[src/rtl/scx_pkg.sv]
package scx_pkg;
  localparam int CELL_BITS = 64;
  localparam int WORD_BITS = 32;
  localparam int WORDS     = CELL_BITS / WORD_BITS;

  typedef enum logic [5:0] {
    REG_DLO  = 6'd0,
    REG_DHI  = 6'd1,
    REG_CNT  = 6'd2,
    REG_TRIG = 6'd3
  } reg_idx_e;

  typedef enum logic [1:0] {
    ST_IDLE,
    ST_RUN,
    ST_SETTLE
  } eng_state_e;

  typedef struct packed {
    logic        wr;
    logic [5:0]  idx;
    logic [3:0]  be;
    logic [31:0] dat;
  } reg_wr_t;

  function automatic logic [31:0] lane_merge(logic [31:0] cur, logic [31:0] nxt,
                                             logic [3:0] be);
    logic [31:0] r;
    r = cur;
    for (int b = 0; b < 4; b++)
      if (be[b]) r[b*8 +: 8] = nxt[b*8 +: 8];
    return r;
  endfunction
endpackage

[src/rtl/scx_bus_port.sv]
module scx_bus_port
  import scx_pkg::*;
#(
  parameter logic [31:0] BASE_ADR = 32'h3000_0000,
  parameter int          CNT_W    = 11
) (
  input  logic                 clk,
  input  logic                 rst,
  input  logic                 cyc,
  input  logic                 stb,
  input  logic                 we,
  input  logic [3:0]           sel,
  input  logic [31:0]          adr,
  input  logic [31:0]          wdat,
  output logic [31:0]          rdat,
  output logic                 ack,
  output reg_wr_t              wr,
  input  logic [CELL_BITS-1:0] dreg,
  input  logic [CNT_W-1:0]     offset,
  input  logic                 busy_shift,
  input  logic                 busy_fin
);
  logic        hit, take;
  logic [5:0]  idx;
  logic [31:0] rd_mux;
  logic        unused_adr;

  assign unused_adr = ^adr[1:0];
  assign idx  = adr[7:2];
  assign hit  = cyc && stb && (adr[31:8] == BASE_ADR[31:8]);
  assign take = hit && !ack;

  assign wr.wr  = take && we;
  assign wr.idx = idx;
  assign wr.be  = sel;
  assign wr.dat = wdat;

  always_comb begin
    rd_mux = '0;
    for (int w = 0; w < WORDS; w++)
      if (idx == 6'(w)) rd_mux = dreg[w*WORD_BITS +: WORD_BITS];
    if (idx == REG_CNT)  rd_mux = 32'(offset);
    if (idx == REG_TRIG) rd_mux = {30'b0, busy_fin, busy_shift};
  end

  always_ff @(posedge clk or posedge rst) begin
    if (rst) begin
      ack  <= 1'b0;
      rdat <= '0;
    end else begin
      ack <= take;
      if (take) rdat <= rd_mux;
    end
  end
endmodule

[src/rtl/scx_seq.sv]
module scx_seq
  import scx_pkg::*;
#(
  parameter int LOOP_SLOTS = 1501,
  parameter int CNT_W      = 11
) (
  input  logic             clk,
  input  logic             rst,
  input  reg_wr_t          wr,
  output logic             launch,
  output logic             capture,
  output logic             busy,
  output logic             busy_shift,
  output logic             busy_fin,
  output logic [CNT_W-1:0] offset,
  output logic             sclk,
  output logic             hold
);
  localparam int              PH_W      = $clog2(2 * CELL_BITS);
  localparam logic [PH_W-1:0] PH_LAST   = PH_W'(2 * CELL_BITS - 1);
  localparam logic [CNT_W-1:0] LAST_SLOT = CNT_W'(LOOP_SLOTS - 1);

  eng_state_e       st;
  logic             op_fin;
  logic [PH_W-1:0]  ph_ctr;
  logic [CNT_W-1:0] shift_cnt, left;
  logic [CNT_W-1:0] off_nx;
  logic             trig_wr, cnt_wr, cell_end;
  logic [31:0]      cnt_merged;

  assign trig_wr    = wr.wr && (wr.idx == REG_TRIG) && wr.be[0];
  assign cnt_wr     = wr.wr && (wr.idx == REG_CNT);
  assign cnt_merged = lane_merge(32'(shift_cnt), wr.dat, wr.be);

  assign launch     = (st == ST_RUN) && !ph_ctr[0];
  assign capture    = (st == ST_RUN) &&  ph_ctr[0];
  assign cell_end   = capture && (ph_ctr == PH_LAST);
  assign off_nx     = (offset == LAST_SLOT) ? '0 : offset + 1'b1;

  assign busy       = (st != ST_IDLE);
  assign busy_shift = busy && !op_fin;
  assign busy_fin   = busy &&  op_fin;

  always_ff @(posedge clk or posedge rst) begin
    if (rst) begin
      st        <= ST_IDLE;
      op_fin    <= 1'b0;
      ph_ctr    <= '0;
      shift_cnt <= '0;
      left      <= '0;
      offset    <= '0;
      sclk      <= 1'b0;
      hold      <= 1'b0;
    end else begin
      case (st)
        ST_IDLE: begin
          sclk <= 1'b0;
          if (cnt_wr) shift_cnt <= cnt_merged[CNT_W-1:0];
          if (trig_wr && wr.dat[0]) begin
            if (shift_cnt != '0) begin
              st     <= ST_RUN;
              op_fin <= 1'b0;
              left   <= shift_cnt;
              ph_ctr <= '0;
            end
          end else if (trig_wr && wr.dat[1]) begin
            op_fin <= 1'b1;
            ph_ctr <= '0;
            st     <= (offset != '0) ? ST_RUN : ST_SETTLE;
          end
        end
        ST_RUN: begin
          sclk   <= capture;
          ph_ctr <= cell_end ? '0 : ph_ctr + 1'b1;
          if (cell_end) begin
            offset <= off_nx;
            left   <= left - 1'b1;
            if (op_fin ? (off_nx == '0) : (left == CNT_W'(1)))
              st <= ST_SETTLE;
          end
        end
        default: begin
          sclk <= 1'b0;
          if (op_fin) hold <= !hold;
          st <= ST_IDLE;
        end
      endcase
    end
  end
endmodule

[src/rtl/scx_shifter.sv]
module scx_shifter
  import scx_pkg::*;
(
  input  logic                 clk,
  input  logic                 rst,
  input  reg_wr_t              wr,
  input  logic                 busy,
  input  logic                 launch,
  input  logic                 capture,
  input  logic                 sdi,
  output logic                 sdo,
  output logic [CELL_BITS-1:0] dreg
);
  always_ff @(posedge clk or posedge rst) begin
    if (rst) begin
      dreg <= '0;
      sdo  <= 1'b0;
    end else begin
      if (launch) sdo <= dreg[CELL_BITS-1];
      if (capture) begin
        dreg <= {dreg[CELL_BITS-2:0], sdi};
      end else if (wr.wr && !busy) begin
        for (int w = 0; w < WORDS; w++)
          if (wr.idx == 6'(w))
            dreg[w*WORD_BITS +: WORD_BITS] <=
              lane_merge(dreg[w*WORD_BITS +: WORD_BITS], wr.dat, wr.be);
      end
    end
  end
endmodule

[src/rtl/scx_xfer_ctrl.sv]
module scx_xfer_ctrl
  import scx_pkg::*;
#(
  parameter int          CHAIN_CELLS = 1500,
  parameter logic [31:0] BASE_ADR    = 32'h3000_0000
) (
  input  logic        clk,
  input  logic        rst,
  input  logic        bus_cyc,
  input  logic        bus_stb,
  input  logic        bus_we,
  input  logic [3:0]  bus_sel,
  input  logic [31:0] bus_adr,
  input  logic [31:0] bus_wdat,
  output logic [31:0] bus_rdat,
  output logic        bus_ack,
  output logic        ser_clk,
  output logic        ser_out,
  input  logic        ser_in,
  output logic        cell_hold
);
  localparam int LOOP_SLOTS = CHAIN_CELLS + 1;
  localparam int CNT_W      = $clog2(LOOP_SLOTS);

  reg_wr_t              wr;
  logic                 launch, capture, busy, busy_shift, busy_fin;
  logic [CNT_W-1:0]     cur_offset;
  logic [CELL_BITS-1:0] dreg;

  scx_bus_port #(.BASE_ADR(BASE_ADR), .CNT_W(CNT_W)) u_bus (
    .clk(clk), .rst(rst), .cyc(bus_cyc), .stb(bus_stb), .we(bus_we),
    .sel(bus_sel), .adr(bus_adr), .wdat(bus_wdat), .rdat(bus_rdat),
    .ack(bus_ack), .wr(wr), .dreg(dreg), .offset(cur_offset),
    .busy_shift(busy_shift), .busy_fin(busy_fin)
  );

  scx_seq #(.LOOP_SLOTS(LOOP_SLOTS), .CNT_W(CNT_W)) u_seq (
    .clk(clk), .rst(rst), .wr(wr), .launch(launch), .capture(capture),
    .busy(busy), .busy_shift(busy_shift), .busy_fin(busy_fin),
    .offset(cur_offset), .sclk(ser_clk), .hold(cell_hold)
  );

  scx_shifter u_shf (
    .clk(clk), .rst(rst), .wr(wr), .busy(busy), .launch(launch),
    .capture(capture), .sdi(ser_in), .sdo(ser_out), .dreg(dreg)
  );
endmodule

[config.mk]
export PLATFORM = sky130hd
export DESIGN_NAME = scx_xfer_ctrl
export DESIGN_NICKNAME = d
export VERILOG_FILES = /design/src/rtl/scx_pkg.sv /design/src/rtl/scx_bus_port.sv /design/src/rtl/scx_seq.sv /design/src/rtl/scx_shifter.sv /design/src/rtl/scx_xfer_ctrl.sv
export SDC_FILE = /design/constraint.sdc
export NUM_CORES = 1
export LEC_CHECK = 0
export BUFFER_PORTS_ARGS = -buffer_cell sky130_fd_sc_hd__buf_2
export CORE_MARGIN = 2
export CORE_UTILIZATION = 59
export CTS_BUF_LIST = sky130_fd_sc_hd__clkbuf_4
export DETAILED_ROUTE_END_ITERATION = 8
export GPL_TIMING_DRIVEN = 0
export HOLD_SLACK_MARGIN = 0.1
export PLACE_DENSITY_LB_ADDON = 0.15
export REMOVE_ABC_BUFFERS = 1
export SLEW_MARGIN = 15
export SYNTH_ARGS = -nofsm -noshare
export SYNTH_HDL_FRONTEND = slang
export SYNTH_SLANG_ARGS = --single-unit
[constraint.sdc]
create_clock -name clk -period 5.6 [get_ports clk]
set_clock_uncertainty 0.1 [all_clocks]
set_input_delay 0.84 -clock clk [delete_from_list [all_inputs] [get_ports clk]]
set_output_delay 0.84 -clock clk [all_outputs]
set_load 0.01 [all_outputs]
**Word level (Yosys, flattened, before mapping)**

Index checks and enable logic that the tools add are counted.
Widths: inputs -> output; s select.

- Input port bits: 74
- Register bits: 143
- Output and inout bits: 36

- Bitwise logic cells: 1
- Add/sub/neg operators: 3
- Muxes and demuxes: 34
- Equal/unequal tests: 15
- Reductions and logical operators: 52

Operator list:

| operator | count |
|---|---|
| $mux 32 | 6 |
| $mux 64 | 2 |
| $mux 11 | 4 |
| $reduce_and 3->1 | 12 |
| $mux 8 | 4 |
| $mux 7 | 4 |
| $eq 24x22->1 const B | 1 |
| $pmux 11 s2 | 1 |
| $reduce_bool 11->1 | 2 |
| $reduce_bool 2->1 | 10 |
| $logic_and 1x1->1 | 15 |
| $pmux 7 s2 | 1 |
| $eq 6x2->1 const B | 2 |
| $mux 2 | 6 |
| $add 11x1->11 const B | 1 |
| $eq 11x1->1 const B | 1 |
| $eq 11x11->1 const B | 1 |
| $logic_not 11->1 | 1 |
| $sub 11x1->11 const B | 1 |
| $reduce_and 4->1 | 2 |
| $add 7x1->7 const B | 1 |
| $eq 7x7->1 const B | 1 |
| $eq 6x1->1 const B | 1 |
| $logic_not 6->1 | 1 |
| other kinds (12) | 24 |

**Longest topological paths before layout**

- Depth in word-level cells: 10
- Gate-level depth with buffers: 9
- Gate-level depth less buffers: 8

**Hierarchy**

A second synthesis with hierarchy kept.

- Cell total of the unflattened synthesis: 846
- Area total of the unflattened synthesis: 8414.3 sq um

By module, submodules not included:

| module | area an instance (sq um) | cells an instance | times used |
|---|---|---|---|
| scx_shifter | 3554.7 | 348 | 1 |
| scx_seq | 2570.0 | 282 | 1 |
| scx_bus_port | 2289.7 | 216 | 1 |

**Worst setup path after synthesis**

Ideal clock, no wire load.

- Path kind: input -> register
- Start point: in bus_adr[5]
- End point: reg u_shf.dreg[2]
- Path buffers: 2
- Setup time: 132 ps
- Path slack: 2746 ps
- Stages: 7
- Data arrival time: 2622 ps
- Cells stage by stage: or4_1 buf_2 or3_1 buf_6 nor3_4 mux2i_1 o21ai_1

- Cells in the longest elaborated chain, start to end: 3

RTL lines:

| element | RTL line | text |
|---|---|---|
| start, declared | scx_xfer_ctrl.sv:13 | `input logic [31:0] bus_adr,` |
| $logic_not 6->1 | scx_shifter.sv:24 | `if (wr.idx == 6'(w))` |
| $reduce_bool 2->1 (no source line) | -- |  |
| $reduce_and 3->1 (no source line) | -- |  |
| end signal, assigned | scx_shifter.sv:21 | `dreg <= {dreg[CELL_BITS-2:0], sdi};` |
| end signal, assigned by index | scx_shifter.sv:25 | `dreg[w*WORD_BITS +: WORD_BITS] <=` |
| end, declared | scx_shifter.sv:12 | `output logic [CELL_BITS-1:0] dreg` |

Every way passes these cells.
A chain may end at the register's enable or synchronous reset.

**Final worst setup path**

- Start point: reg u_seq.st[0]
- End point: reg u_seq.offset[5]

- Cells in the longest elaborated chain, start to end: 4

RTL lines:

| element | RTL line | text |
|---|---|---|
| start, declared | scx_seq.sv:23 | `eng_state_e st;` |
| start signal, assigned | scx_seq.sv:69 | `st <= (offset != '0) ? ST_RUN : ST_SETTLE;` |
| $eq 2x1->1 (*) | scx_seq.sv:36, scx_seq.sv:55 |  |
| $logic_and 1x1->1 | scx_seq.sv:36 | `assign capture = (st == ST_RUN) && ph_ctr[0];` |
| $logic_and 1x1->1 | scx_seq.sv:37 | `assign cell_end = capture && (ph_ctr == PH_LAST);` |
| $reduce_and 2->1 (no source line) (*) | -- |  |
| end signal, assigned | scx_seq.sv:76 | `offset <= off_nx;` |
| end, declared | scx_seq.sv:15 | `output logic [CNT_W-1:0] offset,` |

Mark *: on every way between the ends. The rest lies on a longest branch, timed or not.

==> out/summary.txt <==
status = finished, final reports clean
area grow syn2layout = 12.63%
first-pass GRT wire length = 28880 um
final period utilization = 68.25%
complex-gate fraction of the synthesized area = 16.30%
FF+latch count, synth = 143
Synth Area in Adders = 0.8499%
max cap viols = 0
Final Hold Fails = 0
worst slew pin tran = 0.9278 ns
post-route cell area = 8290 sq um
Max VDD drop = 0.1983 mV
RSZ-0062 raised after global routing = false
Placer Congestion = 0.8573
die height = 115.7 um
initial antenna violation count = 0
Vias/cell = 5.979
dpl hpwl = 12100 um
vias in the first global route = 5837
Synth Area in XOR/XNOR = 0.4759%
Yosys warnings = 0
worst-path fanout max = 61
Cell Area, Synth = 7361 sq um
Yosys cell types = 54
diode count = 0
wire per inst = 16.99 um
Worst Hold Class = register to register
Rows = 40
Top Ports = 110
critical path's largest stage delay = 0.79 ns
drt pass-1 iters = 5
clk_lat worst skew = 0.58 ns
DRC = 0
Clock Sinks = 143
largest net degree at the start of global routing = 107
Max-slew headroom = 38.02%
fraction of registers with async set/reset = 100.0%
via count = 6140
mux share of post-synthesis cell area = 12.73%
CP Cell Sequence = nor2b_1 -> nand2_1 -> inv_4 -> nand3_1 -> or4_1 -> a21oi_1 -> a21o_1
Max clock buf depth = 2
clk slew on worst S/H paths = 0.12 ns
setup_tns = 0 ns
Iter 0 DRT Violations = 523
Detail Route Antenna Nets = 0
Overall Global Routing Usage = 27.75%
crit path DAT = 4.24 ns
Pwr Density = 223.8 nW/um^2
initial core utilization = 60.77%
Top delay family on crit path = simple AND/OR/NAND/NOR gates
Synth Area in Simple Gates = 17.80%
root buffer cell = clkbuf_4
H-tree levels = 4
die area = 13390 sq um
Placed Area = 7971 sq um
Setup crit start kind = register
Avg Cell Area, Syn = 9.622 sq um
Die Width = 115.7 um
CTS tree = yes
GRT Residual Overflow = 0
Final setup viols = 0
Slew Viols, Final = 0
Main synth FF type = dfrtp_1
# nets final = 925
LEAKAGE = 0.003838 uW
cell with the largest stage delay on the worst path = nor2b_1
WS Path Type = register to register
I/O Buffers = 107
fin crit period = 3.822 ns
CTS Buf Count = 17
critical path endpoint category = register
Post-Syn Instances = 765
register area share after synthesis = 48.61%
CP required = 6.02 ns
Post-synth EDFFs = 0
layout cells sized above 1 = 20.26%
Tot Pwr = 1855 uW
core footprint = 12110 sq um
Max Clk Rate = 261.7 MHz
main combinational cell family by area after synthesis = simple AND/OR/NAND/NOR gates
CP bufs+invs = 1
Final Routed Wirelength = 17450 um
-- where the power goes --
group | switching, uW | internal (uW) | leakage (uW)
logic | 57.3 | 36.3 | 0.00201
registers | 7.51 | 1040 | 0.00167
clock network | 392 | 320 | 0.000162
total | 457 | 1400 | 0.00384
-- cell usage after synthesis (all sizes together) (13+ instances only) --
master  number  area share, %
mux2        13            2.0
a21oi       26            1.8
nor3        25            2.9
dfrtp      143             49
nor2        35            1.8
mux2i       79             11
nand3       19            1.3
a22oi       24            2.4
o21ai      106            7.3
o31ai       16            1.6
clkbuf      42            2.1
nand2      134            6.8
-- worst reg2reg max path: cells and delay by family, from the launching register on --
kind / cells / cell delay (ns)
flip-flops: 1 / 0.55
AND/OR/NAND/NOR: 4 / 2.34
AO/OA/AOI/OAI: 2 / 0.27
buffers and inverters: 1 / 0.52
-- registers in the layout, summed over array words and instances, names as in the netlist --
register,flops
u_seq.hold,1
u_seq.ph_ctr,7
u_shf.sdo,1
u_seq.shift_cnt,11
u_seq.op_fin,1
u_seq.sclk,1
u_seq.left,11
u_seq.st,2
u_seq.offset,11
u_bus.ack,1
u_shf.dreg,64
u_bus.rdat,32
-- cell families (layout without fill, tap and decap cells) --
logic type	count (synthesis)	after routing
simple gates	263	263
compound gates	201	201
flops	143	143
mux	92	92
buf+inv	57	151
fa+ha+maj	5	5
xor+xnor	4	4
-- repair_timing --
| action | CTS | global route |
|---|---|---|
| hold endpoints to repair | 11 | 0 |
| hold buffers | 1 | 0 |
| resized for setup | 0 | 0 |
| setup buffers | 0 | 0 |
-- per-stage QoR --
stage               std cells  util [%]  hold slack (ns)  setup slack (ns)
floorplan                 716         -           0.3605            0.8221
global placement          991     65.22           0.3547           -0.7213
finish                   1027     68.45           0.3763             1.778
detailed placement        994     65.82           0.3625             1.832
global route             1027     68.45           0.3810             1.406
CTS                      1027     68.45           0.3852             1.812
-- routing by layer --
layer | GRT usage [%] | share of wire, % | routed length [um] | vias up
li1 | - | - | - | 2913
met1 | 36.94 | 43 | 7463 | 2986
met2 | 45.58 | 49 | 8533 | 212
met3 | 6.904 | 6.6 | 1156 | 29
met4 | 8.016 | 1.7 | 294 | 0
met5 | 0 | 0 | 0 | -
-- cells in the final DEF, fill, tap and decap left out, drive strengths merged, types with 2 or more instances in the layout --
master / n
nor2b: 7
a31oi: 3
nor2: 35
buf: 110
nand2b: 3
mux2: 13
mux2i: 79
dfrtp: 143
nor4b: 4
ha: 5
nand4: 4
o21ai: 106
nor3b: 2
nor4: 9
nand3: 19
or3: 4
or4: 2
o31ai: 16
a21o: 5
xnor2: 3
nor3: 25
nand2: 134
clkinv: 9
a22o: 3
or2: 4
and2: 3
and3: 3
o211ai: 6
and4: 2
o41ai: 2
clkbuf: 19
bufinv: 3
a22oi: 24
o311ai: 2
inv: 8
a311o: 2
a21oi: 26
-- final cells by class --
type,instances,area (sq um)
well taps,168,210.2
multi-input cells,565,3552
clock inverters,13,166.4
repair buffers,111,600.6
fillers,1022,3821
inverters,8,40.04
clock buffers,19,142.6
flip-flops and latches,143,3578
-- final timing paths --
path / from / end / slack (ns) / cells past startpoint
max: u_seq.st[0] / u_seq.offset[5] / 1.78 / 7
min: u_seq.hold / u_seq.hold / 0.38 / 1
max reg2reg: u_seq.st[0] / u_seq.offset[5] / 1.78 / 7
min reg2reg: u_seq.hold / u_seq.hold / 0.38 / 1
max in group asynchronous: rst / u_bus.rdat[27] / 3.91 / 4
min in group asynchronous: rst / u_shf.dreg[13] / 0.67 / 3
(Power assumes the default switching activity.)
